## config.mk

```make
export PLATFORM = sky130hd
export DESIGN_NAME = twi_buserr_mon
export DESIGN_NICKNAME = d
export VERILOG_FILES = /design/src/rtl/twi_mon_pkg.sv /design/src/rtl/twi_line_sync.sv /design/src/rtl/twi_cond_detect.sv /design/src/rtl/twi_err_ctrl.sv /design/src/rtl/twi_buserr_mon.sv
export SDC_FILE = /design/constraint.sdc
export NUM_CORES = 1
export LEC_CHECK = 0
export CAP_MARGIN = 20
export CORE_AREA = 2 2 39 41
export CTS_CLUSTER_SIZE = 30
export DETAILED_ROUTE_END_ITERATION = 16
export DIE_AREA = 0 0 41 43
export SLEW_MARGIN = 10
export SYNTH_ARGS = -nofsm -noshare
export SYNTH_HDL_FRONTEND = slang
export SYNTH_SLANG_ARGS = --single-unit
```

## constraint.sdc

```tcl
create_clock -name clk -period 2 [get_ports clk]
set_clock_uncertainty 0.15 [all_clocks]
set_input_delay 0.2 -clock clk [delete_from_list [all_inputs] [get_ports clk]]
set_output_delay 0.2 -clock clk [all_outputs]
set_load 0.02 [all_outputs]
```

## src/rtl/twi_mon_pkg.sv

```systemverilog
package twi_mon_pkg;
  localparam logic [7:0] ST_NO_INFO = 8'hF8;
  localparam logic [7:0] ST_BUS_ERR = 8'h00;

  typedef enum logic {
    MON_IDLE  = 1'b0,
    MON_ERROR = 1'b1
  } mon_state_e;
endpackage

```

## src/rtl/twi_line_sync.sv

```systemverilog
module twi_line_sync #(
  parameter int              WIDTH   = 2,
  parameter int              STAGES  = 2,
  parameter logic [WIDTH-1:0] RST_VAL = '1
) (
  input  logic             clk,
  input  logic             rst_n,
  input  logic [WIDTH-1:0] d_in,
  output logic [WIDTH-1:0] d_out
);
  logic [WIDTH-1:0] stg_q [STAGES];

  for (genvar s = 0; s < STAGES; s++) begin : g_stage
    logic [WIDTH-1:0] src;
    if (s == 0) begin : g_first
      assign src = d_in;
    end else begin : g_next
      assign src = stg_q[s-1];
    end
    always_ff @(posedge clk or negedge rst_n) begin
      if (!rst_n) stg_q[s] <= RST_VAL;
      else        stg_q[s] <= src;
    end
  end

  assign d_out = stg_q[STAGES-1];
endmodule

```

## src/rtl/twi_cond_detect.sv

```systemverilog
module twi_cond_detect (
  input  logic clk,
  input  logic rst_n,
  input  logic sda_s,
  input  logic scl_s,
  output logic start_evt,
  output logic stop_evt
);
  logic sda_prev_q, scl_prev_q;

  always_ff @(posedge clk or negedge rst_n) begin
    if (!rst_n) begin
      sda_prev_q <= 1'b1;
      scl_prev_q <= 1'b1;
    end else begin
      sda_prev_q <= sda_s;
      scl_prev_q <= scl_s;
    end
  end

  // START: data falls while the clock stays high; STOP: data rises likewise
  assign start_evt = sda_prev_q && !sda_s && scl_prev_q && scl_s;
  assign stop_evt  = !sda_prev_q && sda_s && scl_prev_q && scl_s;
endmodule

```

## src/rtl/twi_err_ctrl.sv

```systemverilog
module twi_err_ctrl
  import twi_mon_pkg::*;
(
  input  logic clk,
  input  logic rst_n,
  input  logic start_evt,
  input  logic stop_evt,
  input  logic frame_active,
  input  logic ctl_wr,
  input  logic wr_sto,
  input  logic wr_flag_clr,
  input  logic wr_ack_en,
  output logic irq_flag,
  output logic sto_bit,
  output logic ack_en,
  output logic scl_low
);
  mon_state_e state_q, state_d;
  logic       sto_q, sto_d, ack_q, ack_d;
  logic       illegal, recover, ctl_en;

  assign illegal = (start_evt || stop_evt) && frame_active;
  assign recover = ctl_wr && wr_flag_clr && wr_sto && (state_q == MON_ERROR);
  assign ctl_en  = ctl_wr || recover;

  always_comb begin
    state_d = state_q;
    case (state_q)
      MON_IDLE:  if (illegal) state_d = MON_ERROR;
      MON_ERROR: if (recover) state_d = MON_IDLE;
      default:   state_d = MON_IDLE;
    endcase
  end

  always_comb begin
    sto_d = sto_q;
    ack_d = ack_q;
    if (ctl_wr) begin
      sto_d = wr_sto;
      ack_d = wr_ack_en;
    end
    if (recover) sto_d = 1'b0;
  end

  always_ff @(posedge clk or negedge rst_n) begin
    if (!rst_n) state_q <= MON_IDLE;
    else        state_q <= state_d;
  end

  always_ff @(posedge clk or negedge rst_n) begin
    if (!rst_n) begin
      sto_q <= 1'b0;
      ack_q <= 1'b0;
    end else if (ctl_en) begin
      sto_q <= sto_d;
      ack_q <= ack_d;
    end
  end

  assign irq_flag = (state_q == MON_ERROR);
  assign scl_low  = (state_q == MON_ERROR);
  assign sto_bit  = sto_q;
  assign ack_en   = ack_q;


  illegal_sets_flag_chk: assert property (@(posedge clk) disable iff (!rst_n)
    (!irq_flag && frame_active && (start_evt || stop_evt)) |=> irq_flag);

  legal_keeps_clear_chk: assert property (@(posedge clk) disable iff (!rst_n)
    (!irq_flag && !frame_active) |=> !irq_flag);

  err_hold_chk: assert property (@(posedge clk) disable iff (!rst_n)
    (irq_flag && !(ctl_wr && wr_flag_clr && wr_sto)) |=> irq_flag);

  recover_chk: assert property (@(posedge clk) disable iff (!rst_n)
    (irq_flag && ctl_wr && wr_flag_clr && wr_sto) |=> (!irq_flag && !sto_bit && !scl_low));

  ack_stable_chk: assert property (@(posedge clk) disable iff (!rst_n)
    !ctl_wr |=> $stable(ack_en));
endmodule

```

## src/rtl/twi_buserr_mon.sv

```systemverilog
module twi_buserr_mon
  import twi_mon_pkg::*;
#(
  parameter int SYNC_STAGES = 2
) (
  input  logic       clk,
  input  logic       rst_n,
  input  logic       sda_in,
  input  logic       scl_in,
  input  logic       frame_active,
  input  logic       ctl_wr,
  input  logic       wr_sto,
  input  logic       wr_flag_clr,
  input  logic       wr_ack_en,
  output logic       irq_flag,
  output logic [7:0] status,
  output logic       sto_bit,
  output logic       ack_en,
  output logic       scl_low
);
  logic [1:0] lines_s;
  logic       start_evt, stop_evt;

  twi_line_sync #(.WIDTH(2), .STAGES(SYNC_STAGES), .RST_VAL(2'b11)) u_sync (
    .clk   (clk),
    .rst_n (rst_n),
    .d_in  ({scl_in, sda_in}),
    .d_out (lines_s)
  );

  twi_cond_detect u_det (
    .clk       (clk),
    .rst_n     (rst_n),
    .sda_s     (lines_s[0]),
    .scl_s     (lines_s[1]),
    .start_evt (start_evt),
    .stop_evt  (stop_evt)
  );

  twi_err_ctrl u_ctrl (
    .clk          (clk),
    .rst_n        (rst_n),
    .start_evt    (start_evt),
    .stop_evt     (stop_evt),
    .frame_active (frame_active),
    .ctl_wr       (ctl_wr),
    .wr_sto       (wr_sto),
    .wr_flag_clr  (wr_flag_clr),
    .wr_ack_en    (wr_ack_en),
    .irq_flag     (irq_flag),
    .sto_bit      (sto_bit),
    .ack_en       (ack_en),
    .scl_low      (scl_low)
  );

  assign status = irq_flag ? ST_BUS_ERR : ST_NO_INFO;


  status_code_chk: assert property (@(posedge clk) disable iff (!rst_n)
    irq_flag ? (status == 8'h00) : (status == 8'hF8));

  scl_stretch_chk: assert property (@(posedge clk) disable iff (!rst_n)
    scl_low == irq_flag);
endmodule

```

==> flow_metrics.env <==
export IMPL_die_area_um2=1763
export IMPL_peakVddDrop_uv=324.3
export IMPL_rsz0062_at_grt="no"
export IMPL_start_util_pct=26.40
export IMPL_holdCritPathClass="in -> async"
export IMPL_cts_tree="built"
export IMPL_clockBufferDepth=2
export IMPL_finalSetupViolCount=0
export IMPL_final_max_slew_viol_count=0
export IMPL_area_growth_syn_to_layout_pct=45.21
export IMPL_critPathMaxStageDelay_ns=0.63
export IMPL_layout_nets=51
export IMPL_ys_seq_area_share_pct=63.70
export IMPL_wire_per_inst_um=10.09
export IMPL_cp_end_kind="output pin"
export IMPL_place_area_um2=503.0
export IMPL_status="completed"
export IMPL_postLayoutCoreUtil_pct=38.34
export IMPL_synth_area_um2=365.4
export IMPL_rrSetupSlack_ns=0.94
export IMPL_cap_violations=0
export IMPL_worstPathMaxFanout=6
export IMPL_ctsHoldBuffers=0
export IMPL_drc=0
export IMPL_clkTransAtPathRegs_ns=0.06
export IMPL_final_cell_mix="clkdlybuf4s50_1, dfstp_2, conb_1, clkbuf_4, dfrtp_1"
export IMPL_start_kind="flip-flop"
export IMPL_final_cell_area_um2=530.5
export IMPL_postCtsSetupRepairBufs=0
export IMPL_grt_pass1_vias=235
export IMPL_path_buf_inv=2
export IMPL_place_gp_congestion=0.5170
export IMPL_layout_commonest_cell="clkdlybuf4s50_1"
export IMPL_hpwl_um=456
export IMPL_critical_path_required_ns=1.65
export IMPL_setup_ws_ns=0.2008
export IMPL_r2r_start="u_sync.d_out[1]"
export IMPL_numCtsBuffers=3
export IMPL_fin_hold_ws_ns=0.07442
export IMPL_powerDensity_nw_per_um2=968.7
export IMPL_drive_gt1_share_pct=31.71
export IMPL_setup_tns_ns=0
export IMPL_antenna_found_initial=0
export IMPL_r2r_cells=2
export IMPL_cts_sinks=9
export IMPL_synthCells=26
export IMPL_drt_first_iter_violations=0
export IMPL_antenna_left=0
export IMPL_synth_cell_types=12
export IMPL_io_buffer_count=17
export IMPL_post_place_ws_ns=0.4600
export IMPL_finalHoldViolCount=0
export IMPL_p_leak_nw=0.2223
export IMPL_root_buffer="clkbuf_4"
export IMPL_worstSetupPathType="reg -> out"
export IMPL_final_min_clock_period_ns=1.799
export IMPL_ys_seq_elements=9
export IMPL_grt_overflow=0
export IMPL_routed_via_density=3.947
export IMPL_fin_crit_sh_pct=89.96
export IMPL_cp_cell_sequence="inv_1 > clkdlybuf4s50_1"
export IMPL_cp_arrival_ns=1.45
export IMPL_grt_max_degree=10
export IMPL_synth_warnings=0
export IMPL_vias=225
export IMPL_cpLargestDelayFamily="buffers and inverters"
export IMPL_synth_avg_cell_area_um2=14.05
export IMPL_grtUsageTotal_pct=8.537
export IMPL_clock_fmax_mhz=555.8
export IMPL_grt_pass1_wl_um=931
export IMPL_wirelength_um=575
export IMPL_io_pins=21
export IMPL_antenna_cells=0
export IMPL_rows=14
export IMPL_core_area_um2=1384
export IMPL_first_pass_iters=1
export IMPL_htreeDepth=1
export IMPL_reg2reg_to="u_ctrl.irq_flag"
export IMPL_dieWidth_um=41
export IMPL_ctsResizeCount=0
export IMPL_clock_latency_ns=0.26
export IMPL_die_y_um=43
export IMPL_slowest_stage="clkdlybuf4s50_1"
==> cells in the mapped netlist (all sizes together) <==
cell type | count | area (um^2)
inv | 1 | 3.750
a21boi | 1 | 7.510
buf | 8 | 60.06
and3 | 1 | 7.510
o22ai | 1 | 6.260
dfrtp | 3 | 75.07
mux2 | 2 | 26.27
nand4b | 1 | 8.760
dfstp | 6 | 157.7
conb | 1 | 3.750
xnor2 | 1 | 8.760
==> where the power goes <==
| part | internal [mW] | switching [mW] | total (mW) |
|---|---|---|---|
| clock | 0.0737 | 0.0645 | 0.138 |
| sequential | 0.202 | 0.00920 | 0.212 |
| combinational | 0.0841 | 0.0798 | 0.164 |
| total | 0.360 | 0.154 | 0.514 |
==> metrics by stage <==
stage               cells  power (mW)
floorplan              28      0.3214
global placement       53      0.3780
detailed placement     53      0.3812
CTS                    57      0.5237
global route           57      0.5462
finish                 57      0.5139
==> per-layer routing <==
layer,share of wire (%),track usage (%)
met2,46,13.44
met4,0,8.000
met3,11,3.141
met1,43,7.692
met5,0,0
==> how the worst max path moves through the flow <==
stage / from / endpoint / depth (start not counted)
after detailed placement: u_ctrl.irq_flag / status[7] / 2
after CTS: u_ctrl.irq_flag / status[7] / 2
after global placement: u_ctrl.irq_flag / status[3] / 2
after global routing: u_ctrl.irq_flag / status[7] / 2
final: u_ctrl.irq_flag / status[7] / 2
after floorplan: u_ctrl.irq_flag / status[4] / 2
==> sequential cells by signal (all words and copies together) (netlist names) <==
register	flops
u_det.sda_prev_q	1
u_sync.d_out	2
u_ctrl.ack_en	1
u_ctrl.sto_bit	1
u_det.scl_prev_q	1
u_sync.g_stage.src	2
u_ctrl.irq_flag	1
==> cells by family after synthesis <==
logic type | count (synthesis) | share of synthesized area [%]
DFF | 9 | 63.70
buffers and inverters | 9 | 17.47
AOI/OAI and AO/OA | 2 | 3.769
muxes | 2 | 7.190
and+or+nand+nor | 2 | 4.453
xor gates and xnor gates | 1 | 2.398
other | 1 | 1.026
==> area by class of cell <==
class / instances / area (um^2)
clock buffer: 3 / 22.52
timing repair buffer: 17 / 170.2
sequential: 9 / 232.7
multi-input combinational: 10 / 76.32
tap: 16 / 20.02
clock inverter: 1 / 5.005
fill: 129 / 853.3
inverter: 1 / 3.754
No activity file was read; power rests on OpenSTA's default activity.
